--- src/rtl/dbg_evt_pkg.sv ---
package dbg_evt_pkg;
  localparam int DATA_W  = 32;
  localparam int NUM_UDF = 4;
  localparam int IND_AW  = 10;
  localparam int STAT_W  = 4 + NUM_UDF;
  localparam int PC_W    = 2 * DATA_W;

  // status flag positions
  localparam int ST_BP    = 0;
  localparam int ST_TEND  = 1;
  localparam int ST_TTRIG = 2;
  localparam int ST_IEND  = 3;
  localparam int ST_UDF0  = 4;

  // command word action bits
  localparam int CMD_CLR_BP   = 31;
  localparam int CMD_CLR_TRC  = 30;
  localparam int CMD_CLR_UDF0 = 24;
  localparam int CMD_SW_TRIG  = 23;
  localparam int CMD_SW_END   = 22;
  localparam int CMD_CLR_IEND = 21;

  typedef enum logic [1:0] {
    RA_CMD  = 2'd0,
    RA_STAT = 2'd1,
    RA_PCLO = 2'd2,
    RA_PCHI = 2'd3
  } reg_addr_e;
endpackage

--- src/rtl/dbg_cmd_decode.sv ---
module dbg_cmd_decode
  import dbg_evt_pkg::*;
(
  input  logic              clk,
  input  logic              rst_n,
  input  logic              cmd_wr,
  input  logic [DATA_W-1:0] wdata,
  output logic [STAT_W-1:0] clr_vec,
  output logic              sw_trig,
  output logic              sw_end,
  output logic [IND_AW-1:0] ind_addr_q
);
  logic unused_rsvd;
  assign unused_rsvd = ^{wdata[29:28], wdata[20:IND_AW]};

  // Action bits: decoded only in the write cycle, never stored
  always_comb begin
    clr_vec = '0;
    if (cmd_wr) begin
      clr_vec[ST_BP]    = wdata[CMD_CLR_BP];
      clr_vec[ST_TEND]  = wdata[CMD_CLR_TRC];
      clr_vec[ST_TTRIG] = wdata[CMD_CLR_TRC];
      clr_vec[ST_IEND]  = wdata[CMD_CLR_IEND];
      clr_vec[ST_UDF0 +: NUM_UDF] = wdata[CMD_CLR_UDF0 +: NUM_UDF];
    end
  end

  assign sw_trig = cmd_wr & wdata[CMD_SW_TRIG];
  assign sw_end  = cmd_wr & wdata[CMD_SW_END];

  always_ff @(posedge clk or negedge rst_n) begin
    if (!rst_n)      ind_addr_q <= '0;
    else if (cmd_wr) ind_addr_q <= wdata[IND_AW-1:0];
  end
endmodule

--- src/rtl/dbg_status_flags.sv ---
module dbg_status_flags #(
  parameter int W = 8
) (
  input  logic         clk,
  input  logic         rst_n,
  input  logic [W-1:0] set_vec,
  input  logic [W-1:0] clr_vec,
  output logic [W-1:0] flags_q
);
  for (genvar i = 0; i < W; i++) begin : g_flag
    always_ff @(posedge clk or negedge rst_n) begin
      if (!rst_n)          flags_q[i] <= 1'b0;
      else if (set_vec[i]) flags_q[i] <= 1'b1;   // set has priority
      else if (clr_vec[i]) flags_q[i] <= 1'b0;
    end
  end
endmodule

--- src/rtl/dbg_pc_capture.sv ---
module dbg_pc_capture #(
  parameter int W = 64
) (
  input  logic         clk,
  input  logic         rst_n,
  input  logic         trig_active,
  input  logic [W-1:0] pc_live,
  output logic [W-1:0] pc_cap_q
);
  logic trig_d;
  logic load;

  // load while idle and in the first active cycle; hold afterwards
  assign load = !trig_active || !trig_d;

  always_ff @(posedge clk or negedge rst_n) begin
    if (!rst_n) begin
      trig_d   <= 1'b0;
      pc_cap_q <= '0;
    end else begin
      trig_d <= trig_active;
      if (load) pc_cap_q <= pc_live;
    end
  end
endmodule

--- src/rtl/dbg_evt_unit.sv ---
module dbg_evt_unit
  import dbg_evt_pkg::*;
(
  input  logic                  clk,
  input  logic                  rst_n,
  input  logic                  reg_wr_en,
  input  logic [1:0]            reg_addr,
  input  logic [DATA_W-1:0]     reg_wdata,
  output logic [DATA_W-1:0]     reg_rdata,
  input  logic                  evt_bp_end,
  input  logic                  evt_trace_end,
  input  logic                  evt_trace_trig,
  input  logic                  evt_int_end,
  input  logic [NUM_UDF-1:0]    evt_cnt_udf,
  input  logic                  trig_active,
  input  logic [PC_W-1:0]       pc_live,
  output logic                  trace_trig_out,
  output logic                  trace_end_out
);
  logic              cmd_wr;
  logic [STAT_W-1:0] clr_vec;
  logic [STAT_W-1:0] set_vec;
  logic [STAT_W-1:0] stat_q;
  logic [IND_AW-1:0] ind_addr_q;
  logic [PC_W-1:0]   pc_cap;
  logic              sw_trig;
  logic              sw_end;

  assign cmd_wr = reg_wr_en && (reg_addr == RA_CMD);

  dbg_cmd_decode u_cmd (
    .clk        (clk),
    .rst_n      (rst_n),
    .cmd_wr     (cmd_wr),
    .wdata      (reg_wdata),
    .clr_vec    (clr_vec),
    .sw_trig    (sw_trig),
    .sw_end     (sw_end),
    .ind_addr_q (ind_addr_q)
  );

  always_comb begin
    set_vec                     = '0;
    set_vec[ST_BP]              = evt_bp_end;
    set_vec[ST_TEND]            = evt_trace_end;
    set_vec[ST_TTRIG]           = evt_trace_trig | sw_trig;
    set_vec[ST_IEND]            = evt_int_end;
    set_vec[ST_UDF0 +: NUM_UDF] = evt_cnt_udf;
  end

  dbg_status_flags #(.W(STAT_W)) u_flags (
    .clk     (clk),
    .rst_n   (rst_n),
    .set_vec (set_vec),
    .clr_vec (clr_vec),
    .flags_q (stat_q)
  );

  dbg_pc_capture #(.W(PC_W)) u_pc (
    .clk         (clk),
    .rst_n       (rst_n),
    .trig_active (trig_active),
    .pc_live     (pc_live),
    .pc_cap_q    (pc_cap)
  );

  assign trace_trig_out = sw_trig;
  assign trace_end_out  = sw_end;

  always_comb begin
    reg_rdata = '0;
    case (reg_addr)
      RA_CMD:  reg_rdata[IND_AW-1:0] = ind_addr_q;
      RA_STAT: reg_rdata[STAT_W-1:0] = stat_q;
      RA_PCLO: reg_rdata = pc_cap[DATA_W-1:0];
      default: reg_rdata = pc_cap[PC_W-1:DATA_W];
    endcase
  end
endmodule

--- config.mk ---
export PLATFORM = sky130hd
export DESIGN_NAME = dbg_evt_unit
export DESIGN_NICKNAME = d
export VERILOG_FILES = /design/src/rtl/dbg_evt_pkg.sv /design/src/rtl/dbg_cmd_decode.sv /design/src/rtl/dbg_status_flags.sv /design/src/rtl/dbg_pc_capture.sv /design/src/rtl/dbg_evt_unit.sv
export SDC_FILE = /design/constraint.sdc
export NUM_CORES = 1
export LEC_CHECK = 0
export BUFFER_PORTS_ARGS = -buffer_cell sky130_fd_sc_hd__buf_4
export CAP_MARGIN = 25
export CORE_ASPECT_RATIO = 1.1
export CORE_MARGIN = 2
export CORE_UTILIZATION = 25
export CTS_BUF_LIST = sky130_fd_sc_hd__clkbuf_8 sky130_fd_sc_hd__clkbuf_16
export CTS_CLUSTER_DIAMETER = 60
export CTS_CLUSTER_SIZE = 30
export DETAILED_ROUTE_END_ITERATION = 16
export SLEW_MARGIN = 20
export SYNTH_ARGS = -nofsm -noshare
export SYNTH_HDL_FRONTEND = slang
export SYNTH_SLANG_ARGS = --single-unit
--- constraint.sdc ---
create_clock -name clk -period 3.1 [get_ports clk]
set_clock_uncertainty 0.05 [all_clocks]
set_input_delay 0 -clock clk [delete_from_list [all_inputs] [get_ports clk]]
set_output_delay 0 -clock clk [all_outputs]
set_load 0.01 [all_outputs]
==> metrics.log <==
[metrics] PD cells: 460 mW/mm^2
[metrics] # hold bufs at CTS: 92
[metrics] width of the die: 121 um
[metrics] final core utilization: between 40% and 50%
[metrics] H-tree level count: 3
[metrics] number of clock sinks seen by CTS: 83
[metrics] area occupied by multi-input gates: roughly 0.0015 sq mm
[metrics] Max-Cap Viols: 0
[metrics] count of pins over their slew limit: 0
[metrics] die area: approximately 0.016 sq mm
[metrics] Min-Delay Path Class: in -> async
[metrics] root cell of the clock tree: sky130_fd_sc_hd__clkbuf_16
[metrics] count of unresolved DRC violations after routing: 0
[metrics] critical path's most frequent cell: sky130_fd_sc_hd__buf_4
[metrics] maximum buffer depth of the clock tree: 2
[metrics] largest net degree at the start of global routing: 44
[metrics] critical path endpoint category: flop
[metrics] FP Rows: 46
[metrics] arrival time at the worst endpoint: between 2000 and 2500 ps
[metrics] crit path kind: in -> reg
[metrics] Max Clk Rate: 537 MHz
[metrics] global placer's final weighted congestion: 0.687
[metrics] Worst slew margin: roughly half
[metrics] critical path's largest stage delay: 710 ps
[metrics] post-CTS setup repair buffer count: 0
[metrics] Min Hold Slack: 144 ps
[metrics] total negative slack: 0 ps
[metrics] RSZ-0062 raised after global routing: false
[metrics] sequential-to-total area share from yosys stat: 55.5%
[metrics] via total after detailed routing: between 2000 and 3000
[metrics] starting density of the core: between 20% and 30%
[metrics] final cell count without fillers: 671
[metrics] detailed-router iteration count before antenna repair: 3
[metrics] IO Port Bufs: between 100 and 150
[metrics] library cells used by synthesis: 20
[metrics] status: finished, final reports clean
[metrics] wire length of the first global-routing pass: approximately 15 mm
[metrics] syn_nets: 365
[metrics] FF/Latch Area: 0.00208 sq mm
[metrics] number of gates given a new drive strength after cts: 0
[metrics] net count of the finished layout: between 500 and 600
[metrics] Area Overhead vs Synth: 63.0%
[metrics] total global-route track usage: 12.3%
[metrics] type of origin of the critical path: input pin
[metrics] setup violation total in the final timing report: 0
[metrics] clock transition at the registers of the reported paths: ~60 ps
[metrics] netlist area before placement: 0.00374 sq mm
[metrics] Post-DP HPWL: 6.12 mm
[metrics] setup slack after placement: 1160 ps
[metrics] peak supply drop: 0.202 mV
[metrics] number of global-route vias before repair: a little over 3000
[metrics] CP Max Fanout: 35
[metrics] instance count of the mapped netlist: around 260
[metrics] clock tree from TritonCTS: built
[metrics] routed length per instance: roughly 14 um
[metrics] DR iter-0 viols: 106
[metrics] critical-path cell list: buf_4 -> nor3b_2 -> buf_4 -> a31oi_1 -> dlygate4sd3_1
[metrics] leakage component of the power: 2.72 nW
[metrics] number of filler cells placed in the layout: 1356
[metrics] post-DR vias/cell: 4.27
[metrics] overall die height: 132 um
[metrics] min cycle time layout: 1860 ps
[metrics] initial antenna violation count: 0
[metrics] Hold Violations, Final: 0
[metrics] mean instance size in the synthesized netlist: 14.7 sq um
[metrics] crit path setup slack, layout: between 1000 and 1500 ps
[metrics] number of diodes: 0
[metrics] Num CTS Buffers: 9
[metrics] worst skew pair latency: 330 ps
[metrics] number of register bits inferred by synthesis: 83
[metrics] fraction of layout cells with a size suffix above 1: 48.2%
[metrics] slowest library cell on the worst path: sky130_fd_sc_hd__nor3b_2
[metrics] post-route fraction of the period consumed by the critical path: ~60%
[metrics] warnings from Yosys: 0
[metrics] Crit path required time: between 3000 and 4000 ps
[metrics] number of nets with antenna violations after detailed routing: 0
[metrics] total congestion overflow: 0
[metrics] area inside the core boundary: 0.0145 sq mm
[metrics] number of placed instances with taps included: about 570
[metrics] total length of routed wires: about 9.6 mm
[metrics] Slew @ Worst Pin: 758 ps
[metrics] number of top-level pins: between 100 and 150
[cells by family (layout without fill, tap and decap cells)]
group,Yosys count,in the layout,share of synthesized area (%)
mux,106,106,33.6
flops,83,83,55.5
simple gates,34,34,5.45
buf+inv,22,246,3.48
compound gates,10,10,1.94
[layout by cell type (no fill, tap or decap), types with 2 or more instances in the layout]
cell type	instances
sky130_fd_sc_hd__a31oi_1	6
sky130_fd_sc_hd__clkbuf_16	9
sky130_fd_sc_hd__a22o_1	2
sky130_fd_sc_hd__mux2_1	2
sky130_fd_sc_hd__mux2i_1	22
sky130_fd_sc_hd__dfrtp_1	83
sky130_fd_sc_hd__clkinv_2	2
sky130_fd_sc_hd__mux2_2	74
sky130_fd_sc_hd__nor2_1	7
sky130_fd_sc_hd__mux4_2	8
sky130_fd_sc_hd__and2_1	2
sky130_fd_sc_hd__nor2b_1	22
sky130_fd_sc_hd__buf_4	133
sky130_fd_sc_hd__inv_1	7
sky130_fd_sc_hd__dlygate4sd3_1	92
[cell type report]
| cell class | count | share of cell area (%) |
|---|---|---|
| multi-input combinational | 150 | 25.2 |
| inverter | 6 | 0.369 |
| clock inverter | 4 | 0.718 |
| timing repair buffer | 226 | 31.8 |
| sequential | 83 | 34.1 |
| clock buffer | 10 | 3.92 |
| tap | 192 | 3.94 |
[per-layer routing]
layer	global-route usage [%]	vias up	wire length, um
met1	15.1	1421	4080
met2	20.4	87	4880
li1	-	1344	-
met3	2.68	13	419
met4	5.88	0	194
met5	0	-	0
[worst paths after layout]
kind	startpoint	to	slack (ps)	cells past startpoint
max	reg_addr[0]	u_flags.flags_q[6]	1240	5
min	rst_n	u_flags.flags_q[0]	140	2
max reg2reg	u_pc.trig_d	u_pc.pc_cap_q[4]	1260	3
min reg2reg	u_cmd.ind_addr_q[8]	u_cmd.ind_addr_q[8]	450	1
max in group asynchronous	rst_n	u_pc.pc_cap_q[29]	2240	3
min in group clk	reg_wr_en	u_cmd.ind_addr_q[8]	220	3
[report_power, final]
group          total (mW)  internal, mW  switching [mW]
combinational       0.534         0.345           0.188
sequential           1.23          1.18          0.0467
clock                1.04         0.631           0.413
[flip-flops by register name, summed over array words and instances, names as in the netlist]
| register | count |
|---|---|
| u_cmd.ind_addr_q | 10 |
| u_pc.pc_cap_q | 64 |
| u_pc.trig_d | 1 |
| u_flags.flags_q | 8 |
[through the flow]
step,instance area (sq um),power (mW)
after floorplan,3740,1.47
after global placement,4870,1.68
after detailed placement,4890,1.70
after CTS,6100,2.85
after global routing,6100,2.95
final,6100,2.81
[Yosys cell counts]
library cell | number | area [sq um]
sky130_fd_sc_hd__mux2i_1 | 22 | 220
sky130_fd_sc_hd__buf_6 | 4 | 45.0
sky130_fd_sc_hd__mux2_2 | 74 | 833
sky130_fd_sc_hd__nand4bb_1 | 1 | 11.3
sky130_fd_sc_hd__inv_1 | 6 | 22.5
sky130_fd_sc_hd__nor2_1 | 7 | 26.3
sky130_fd_sc_hd__mux2_1 | 2 | 22.5
sky130_fd_sc_hd__mux4_2 | 8 | 180
sky130_fd_sc_hd__nor3b_2 | 1 | 12.5
sky130_fd_sc_hd__and2_1 | 2 | 12.5
sky130_fd_sc_hd__a221o_1 | 1 | 10.0
sky130_fd_sc_hd__buf_4 | 2 | 15.0
sky130_fd_sc_hd__nand2_1 | 1 | 3.75
sky130_fd_sc_hd__a31oi_1 | 6 | 37.5
sky130_fd_sc_hd__buf_2 | 8 | 40.0
sky130_fd_sc_hd__a21o_1 | 1 | 7.51
sky130_fd_sc_hd__dfrtp_1 | 83 | 2080
sky130_fd_sc_hd__a22o_1 | 2 | 17.5
sky130_fd_sc_hd__nor2b_1 | 22 | 138
sky130_fd_sc_hd__clkbuf_1 | 2 | 7.51
[critical path, delay by kind of cell]
kind / cells / cell delay [ps]
AO/OA/AOI/OAI: 1 / 110
AND/OR/NAND/NOR: 1 / 710
buffers and inverters: 3 / 1200
Power figures use the tool's default switching activity.
